===== src/rtl/irq_route_pkg.sv =====
package irq_route_pkg;
   localparam int          SEL_W      = 4;
   localparam int          TERM_N     = 7;
   localparam logic [7:0]  OFS_SYSCTL = 8'h80;
   localparam logic [7:0]  OFS_ROUTE  = 8'h8C;
   localparam int          TIE_POS    = 29;
   localparam logic [7:0]  PIN_LINE_A = 8'h01;
   localparam logic [7:0]  PIN_LINE_B = 8'h02;

   typedef enum logic [SEL_W-1:0] {
      SEL_OFF   = 4'd0,
      SEL_LINEA = 4'd1,
      SEL_LINEB = 4'd2
   } sel_code_e;
endpackage


===== src/rtl/irq_route_regs.sv =====
module irq_route_regs #(
   parameter int         TERM_N   = irq_route_pkg::TERM_N,
   parameter int         SEL_W    = irq_route_pkg::SEL_W,
   parameter logic [7:0] ROUTE_OF = irq_route_pkg::OFS_ROUTE,
   parameter logic [7:0] CTL_OF   = irq_route_pkg::OFS_SYSCTL,
   parameter int         TIE_POS  = irq_route_pkg::TIE_POS,
   localparam int        ROUTE_W  = TERM_N * SEL_W
) (
   input  logic               clk,
   input  logic               rst_n,
   input  logic               reg_we,
   input  logic [7:0]         reg_addr,
   input  logic [31:0]        reg_wdata,
   output logic [ROUTE_W-1:0] route_q,
   output logic               tie_q
);
   if (ROUTE_W > 32) begin : g_bad_route_w
      $error("routing fields do not fit a dword");
   end
   if (TIE_POS > 31 || TIE_POS < 0) begin : g_bad_tie_pos
      $error("tie bit position outside a dword");
   end

   logic hit_route, hit_ctl;
   logic unused_wdata;

   assign hit_route    = reg_addr[7:2] == ROUTE_OF[7:2];
   assign hit_ctl      = reg_addr[7:2] == CTL_OF[7:2];
   assign unused_wdata = ^reg_wdata;

   always_ff @(posedge clk or negedge rst_n) begin
      if (!rst_n) begin
         route_q <= '0;
         tie_q   <= 1'b0;
      end else if (reg_we) begin
         if (hit_route) route_q <= reg_wdata[ROUTE_W-1:0];
         if (hit_ctl)   tie_q   <= reg_wdata[TIE_POS];
      end
   end


   route_wr_chk: assert property (@(posedge clk) disable iff (!rst_n)
      (reg_we && hit_route) |=> route_q == $past(reg_wdata[ROUTE_W-1:0]));

   route_hold_chk: assert property (@(posedge clk) disable iff (!rst_n)
      !(reg_we && hit_route) |=> $stable(route_q));

   tie_wr_chk: assert property (@(posedge clk) disable iff (!rst_n)
      (reg_we && hit_ctl) |=> tie_q == $past(reg_wdata[TIE_POS]));

   tie_hold_chk: assert property (@(posedge clk) disable iff (!rst_n)
      !(reg_we && hit_ctl) |=> $stable(tie_q));
endmodule


===== src/rtl/irq_route_lines.sv =====
module irq_route_lines #(
   parameter logic [7:0] PIN_A = irq_route_pkg::PIN_LINE_A,
   parameter logic [7:0] PIN_B = irq_route_pkg::PIN_LINE_B
) (
   input  logic       clk,
   input  logic       rst_n,
   input  logic       tie,
   input  logic [1:0] int_req,
   input  logic       func,
   output logic       line_a,
   output logic       line_b,
   output logic [7:0] pin_val
);
   if (PIN_A == PIN_B) begin : g_bad_pins
      $error("pin values of the two lines must differ");
   end

   always_comb begin
      if (tie) begin
         line_a  = int_req[0] | int_req[1];
         line_b  = 1'b0;
         pin_val = PIN_A;
      end else begin
         line_a  = int_req[0];
         line_b  = int_req[1];
         pin_val = func ? PIN_B : PIN_A;
      end
   end


   tied_merge_chk: assert property (@(posedge clk) disable iff (!rst_n)
      (tie && int_req != 2'b00) |-> line_a);

   untied_sep_chk: assert property (@(posedge clk) disable iff (!rst_n)
      (!tie && int_req[0] != int_req[1]) |-> line_a != line_b);
endmodule


===== src/rtl/irq_route_mux.sv =====
module irq_route_mux #(
   parameter int SEL_W = irq_route_pkg::SEL_W,
   localparam int SRC_N = 1 << SEL_W
) (
   input  logic [SEL_W-1:0] sel,
   input  logic             line_a,
   input  logic             line_b,
   input  logic [SRC_N-1:0] isa_irq,
   output logic             term
);
   if (SRC_N < 4) begin : g_bad_sel_w
      $error("selector too narrow for the fixed codes");
   end

   logic [SRC_N-1:0] src;

   always_comb begin
      src    = isa_irq;
      src[0] = 1'b0;
      src[1] = line_a;
      src[2] = line_b;
      term   = src[sel];
   end


   off_low_chk: assert final (sel != irq_route_pkg::SEL_OFF || !term);
endmodule


===== src/rtl/irq_route.sv =====
module irq_route #(
   parameter int         TERM_N   = irq_route_pkg::TERM_N,
   parameter int         SEL_W    = irq_route_pkg::SEL_W,
   parameter logic [7:0] ROUTE_OF = irq_route_pkg::OFS_ROUTE,
   parameter logic [7:0] CTL_OF   = irq_route_pkg::OFS_SYSCTL,
   parameter int         TIE_POS  = irq_route_pkg::TIE_POS,
   localparam int        ROUTE_W  = TERM_N * SEL_W,
   localparam int        SRC_N    = 1 << SEL_W
) (
   input  logic              clk,
   input  logic              rst_n,
   input  logic              reg_we,
   input  logic              reg_func,
   input  logic [7:0]        reg_addr,
   input  logic [31:0]       reg_wdata,
   input  logic [1:0]        int_req,
   input  logic [SRC_N-1:0]  isa_irq,
   output logic [7:0]        pin_data,
   output logic [TERM_N-1:0] mfunc
);
   if (TERM_N < 2) begin : g_bad_term_n
      $error("two PCI lines need at least two terminals");
   end
   if (ROUTE_OF[7:2] == CTL_OF[7:2]) begin : g_bad_ofs
      $error("routing and control registers share a dword");
   end

   logic [ROUTE_W-1:0] route;
   logic               tie;
   logic               line_a, line_b;

   irq_route_regs #(
      .TERM_N(TERM_N), .SEL_W(SEL_W), .ROUTE_OF(ROUTE_OF),
      .CTL_OF(CTL_OF), .TIE_POS(TIE_POS)
   ) u_regs (
      .clk(clk), .rst_n(rst_n), .reg_we(reg_we), .reg_addr(reg_addr),
      .reg_wdata(reg_wdata), .route_q(route), .tie_q(tie)
   );

   irq_route_lines u_lines (
      .clk(clk), .rst_n(rst_n), .tie(tie), .int_req(int_req),
      .func(reg_func), .line_a(line_a), .line_b(line_b), .pin_val(pin_data)
   );

   for (genvar t = 0; t < TERM_N; t++) begin : g_term
      irq_route_mux #(.SEL_W(SEL_W)) u_mux (
         .sel(route[t*SEL_W +: SEL_W]), .line_a(line_a), .line_b(line_b),
         .isa_irq(isa_irq), .term(mfunc[t])
      );


      tied_lineb_low_chk: assert property (@(posedge clk) disable iff (!rst_n)
         (tie && route[t*SEL_W +: SEL_W] == irq_route_pkg::SEL_LINEB) |-> !mfunc[t]);
   end


   idle_quiet_chk: assert property (@(posedge clk) disable iff (!rst_n)
      (int_req == '0 && isa_irq == '0) |-> mfunc == '0);

   tied_pin_chk: assert property (@(posedge clk) disable iff (!rst_n)
      tie |-> pin_data == irq_route_pkg::PIN_LINE_A);
endmodule


===== config.mk =====
export PLATFORM = sky130hd
export DESIGN_NAME = irq_route
export DESIGN_NICKNAME = d
export VERILOG_FILES = /design/src/rtl/irq_route_pkg.sv /design/src/rtl/irq_route_regs.sv /design/src/rtl/irq_route_lines.sv /design/src/rtl/irq_route_mux.sv /design/src/rtl/irq_route.sv
export SDC_FILE = /design/constraint.sdc
export NUM_CORES = 1
export LEC_CHECK = 0
export ABC_AREA = 1
export CAP_MARGIN = 40
export CORE_MARGIN = 5
export CORE_UTILIZATION = 43
export DETAILED_ROUTE_END_ITERATION = 7
export PLACE_DENSITY = 0.82
export RECOVER_POWER = 100
export SLEW_MARGIN = 20
export SYNTH_ARGS = -nofsm -noshare
export SYNTH_HDL_FRONTEND = slang
export SYNTH_SLANG_ARGS = --single-unit

===== constraint.sdc =====
create_clock -name clk -period 1.3 [get_ports clk]
set_input_delay 0.26 -clock clk [delete_from_list [all_inputs] [get_ports clk]]
set_output_delay 0.26 -clock clk [all_outputs]
set_load 0.02 [all_outputs]

== Yosys cells after proc, flatten, opt, wreduce, memory -nomap -nowiden ==
Cells that the tools add are included.
Storage, ports and cells
  register bits: 29
  input bits: 62
  word-level logic and storage cells: 32
Cells by class
  magnitude comparators: 7
  equality and inequality tests: 2
  multiplexer cells: 18
  bitwise operators: 1
  reductions and logical operators: 2
Operators by type and width (count)
  less-than comparator 4 x 5 -> 1 bit, second input constant: 7
  binary-select mux 1 bit (select 4 bit): 7
  equality test 6 bit, second input constant: 2
  two-way mux 1 bit: 9
  two-way mux 8 bit: 1
  AND reduction 2 bit: 2
  two-way mux 2 bit: 1
  bitwise OR 1 bit: 1

== Logic depth before layout (Yosys ltp) ==
  word-level depth: 4
  gate-level depth with buffers: 9

== Modules after synthesis ==
Synthesis repeated with hierarchy kept, for this count alone.
Second synthesis, totals
  cells, all modules: 481
  area total of the unflattened synthesis: 2839.0 sq um
By module, submodules not included
  irq_route_mux: times used 7, cells an instance 47, area each 217.7 sq um, sequential area each 0.0 sq um
  irq_route_regs: times used 1, cells an instance 136, area each 1232.4 sq um, sequential area each 725.7 sq um
  irq_route_lines: times used 1, cells an instance 16, area each 82.6 sq um, sequential area each 0.0 sq um

== Worst setup path after synthesis ==
Ideal clock, no wire load.
  path type: register -> output
  from: reg u_regs.route_q[0]
  to: out mfunc[0]
  data arrival time: 1.113 ns
  path slack: -0.073 ns
  stages on the path, launching flop included: 9
  cells stage by stage: dfrtp_1 buf_2 inv_1 nor2_1 a21oi_1 nand2_1 nand3_1 nand2_1 buf_4
Between the ends
  cells in the longest elaborated chain, start to end: 2
RTL lines
  start, declared: RTL line irq_route_regs.sv:14  | output logic [ROUTE_W-1:0] route_q,
  start signal, assigned: RTL line irq_route_regs.sv:36  | if (hit_route) route_q <= reg_wdata[ROUTE_W-1:0];
  binary-select mux 1 bit (select 4 bit): RTL line irq_route_mux.sv:22  | term = src[sel];
  two-way mux 1 bit (not written as such): RTL line irq_route_mux.sv:22
  end, declared: RTL line irq_route.sv:19  | output logic [TERM_N-1:0] mfunc
Every way passes these cells. The select of a mux whose other input is x is not followed.

== Worst setup path after layout ==
  from: reg u_regs.route_q[24]
  to: out mfunc[6]
The elaborated chain is that of the path after synthesis.

==> impl_metrics.tcl <==
set metrics [dict create \
    htree_levels 2 \
    synth_top_family_by_area "simple AND/OR/NAND/NOR gates" \
    start_util_pct 44.6 \
    comb_power_share_pct 43.0 \
    grt_pass1_wl_um 12300 \
    yosys.area_share.simple_pct 41.0 \
    timing.final.ws_setup_ps -405 \
    ir_worst_vdd_mv 0.641 \
    slew_headroom_pct 49.4 \
    finalCriticalPeriod_ps 1700 \
    slowest_delay_ps 470 \
    netlist_area_um2 2480 \
    layout_commonest_cell "nand2_1" \
    wl_met1_um 3240 \
    cts_buffer_depth 2 \
    worstMarginPinSlew_ps 759 \
    grt_max_degree 57 \
    finalHoldViolations 0 \
    power_density_nw_per_um2 1020 \
    fp.dieArea_um2 7400 \
    status "finished, violations left" \
    cts_buffers 5 \
    finClkSkew_ps 0 \
    synth_fa_ha_area_share_pct 0 \
    via_per_inst 5.38 \
    violations "negative setup slack" \
    pwr-share-clk_pct 25.7 \
    row_count 27 \
    start_kind "flip-flop" \
    via_count 2998 \
    antenna_found_initial 0 \
    p_leak_nw 2.00 \
    final_cell_mix "134 x nand2_1, 55 x nand3_1, 53 x inv_1, 37 x clkdlybuf4s50_1, 22 x dfrtp_1" \
    hold_class "in -> reg" \
    ys_seq_area_share_pct 29.2 \
    critical_path_class "reg -> out" \
    ant_nets 0 \
    dp.cells 533 \
    grt_pass1_vias 2749 \
    wl_um 8670 \
    global_route.overflow_total 0 \
    synth-seq-cells 29 \
    switching_share_pct 36.9 \
    worstPathMaxFanout 5 \
    crit_chain "buf_6 -> nand2_1 -> nand3_1 -> nand3_2 -> nand3_1 -> nand2_1 -> buf_6" \
    wl_met2_um 4270 \
    die_height_um 86 \
    fp.coreArea_um2 5570 \
    slew_viol_final 0 \
    final_cells 557 \
    pwr-share-seq_pct 31.3 \
    yosys.area_share.xor_xnor_pct 0 \
    top_layer "met4" \
    place_congestion 0.864 \
    endpoint_kind "output port" \
    slowest_stage "dfrtp_2" \
    layout-drive-gt1-share_pct 28.5 \
    cts_tree "yes" \
    hpwlAfterDp_um 4930 \
    synth-compound-area-share_pct 11.1 \
    crit_arrival_ps 1440 \
    drt_first_pass_iters 7 \
    syn2layout_area_growth_pct 50.9 \
    setup_viol_count_final 9 \
    clock_latency_ps 280 \
    fin_crit_sh_pct 131 \
    synthMuxAreaShare_pct 0 \
    avgSynthCellArea_um2 6.12 \
    syn_inst 406 \
    p_switching_mw 1.41 \
    cts.reportedPaths.clkPinSlew_ps 60 \
    p_int_mw 2.42 \
    rsz0062_at_grt "true" \
    yosys_warnings 0 \
    dp_slack_ps -912 \
    synthDistinctLibCells 16 \
    drcViolationCount 0 \
    io_pins 77 \
    maxCapViolCount 0 \
    crit_required_ps 1040 \
    io_buffers 62 \
    gr-usage-all-layers_pct 20.4 \
    fp.dieW_um 86 \
    final_util_pct 67.2 \
    finalHoldWorstSlack_ps 372 \
    cts_sinks 29 \
    clock.fmax_mhz 587 \
    final_nets 545 \
    wl_per_cell_um 15.6 \
    cts-root-buf "clkbuf_8" \
    dr_wl_met3_um 805 \
    drtIter0Drc 342 \
]
[cell type report]
class,count,area (µm²)
Fill cell,460,1830
Antenna cell,1,2.50
Multi-Input combinational cell,285,1530
Timing Repair Buffer,91,981
Clock inverter,1,30.0
Sequential cell,29,734
Tap cell,72,90.1
Inverter,71,294
Clock buffer,7,86.3
[path summary, 6_finish.rpt]
| check | from | end | slack (ps) | cells past startpoint |
|---|---|---|---|---|
| min in group asynchronous | rst_n | u_regs.route_q[23] | 570 | 2 |
| max reg2reg | u_regs.route_q[4] | u_regs.route_q[4] | 340 | 4 |
| max | u_regs.route_q[24] | mfunc[6] | -400 | 7 |
| min | reg_we | u_regs.tie_q | 370 | 3 |
| max in group asynchronous | rst_n | u_regs.route_q[4] | 200 | 2 |
| min reg2reg | u_regs.route_q[15] | u_regs.route_q[15] | 520 | 2 |
[sequential cells by signal, summed over array words and instances, names as in the netlist]
signal and count:
u_regs.route_q 28, u_regs.tie_q 1
[power by group through the flow]
stage	combinational, mW	sequential [mW]	clock (mW)
detailed placement	1.33	1.20	0
floorplan	0.968	1.11	0
global placement	1.29	1.19	0
finish	1.65	1.20	0.982
CTS	1.53	1.18	0.996
global route	1.79	1.21	1.03
[critical path, delay by kind of cell (launching register included)]
family | cells | cell delay, ps
flip-flops | 1 | 470
AND/OR/NAND/NOR | 5 | 410
buffers and inverters | 2 | 280
[metal layers]
layer | GRT usage, % | vias to the layer above
met3 | 4.32 | 36
met2 | 35.4 | 193
met4 | 9.93 | 0
met1 | 23.7 | 1357
li1 | - | 1412
met5 | 0 | -
[logic make-up after synthesis]
logic type      count (synthesis)
compound gates                 40
buf+inv                        97
flops                          29
other cells                     1
simple gates                  239
[metrics by stage]
| step | total power [mW] | setup TNS (ps) | area (µm²) |
|---|---|---|---|
| floorplan | 2.08 | -19.1 | 2520 |
| global placement | 2.48 | -12580 | 3170 |
| detailed placement | 2.52 | -13720 | 3170 |
| CTS | 3.71 | -2610 | 3510 |
| global route | 4.04 | -3160 | 3740 |
| finish | 3.83 | -2700 | 3750 |
[cell usage after synthesis, drive strengths merged]
library cell  instances  area, µm²
a21oi                12       60.1
buf                  26        194
conb                  1       3.75
dfrtp                29        726
inv                  71        267
nand2               151        567
nand3                76        380
nand3b                4       30.0
nand4                 1       12.5
nor2                  7       28.8
o21ai                28        215
[timing repair]
item | 4_1_cts | 5_1_grt
pin swaps | 32 | 18
cloned | 0 | 5
setup buffers | 9 | 2
hold buffers | 0 | 0
endpoints found under the setup margin | 9 | 37
resized for setup | 121 | 45
Note: power is estimated with default switching activity, not from simulation.
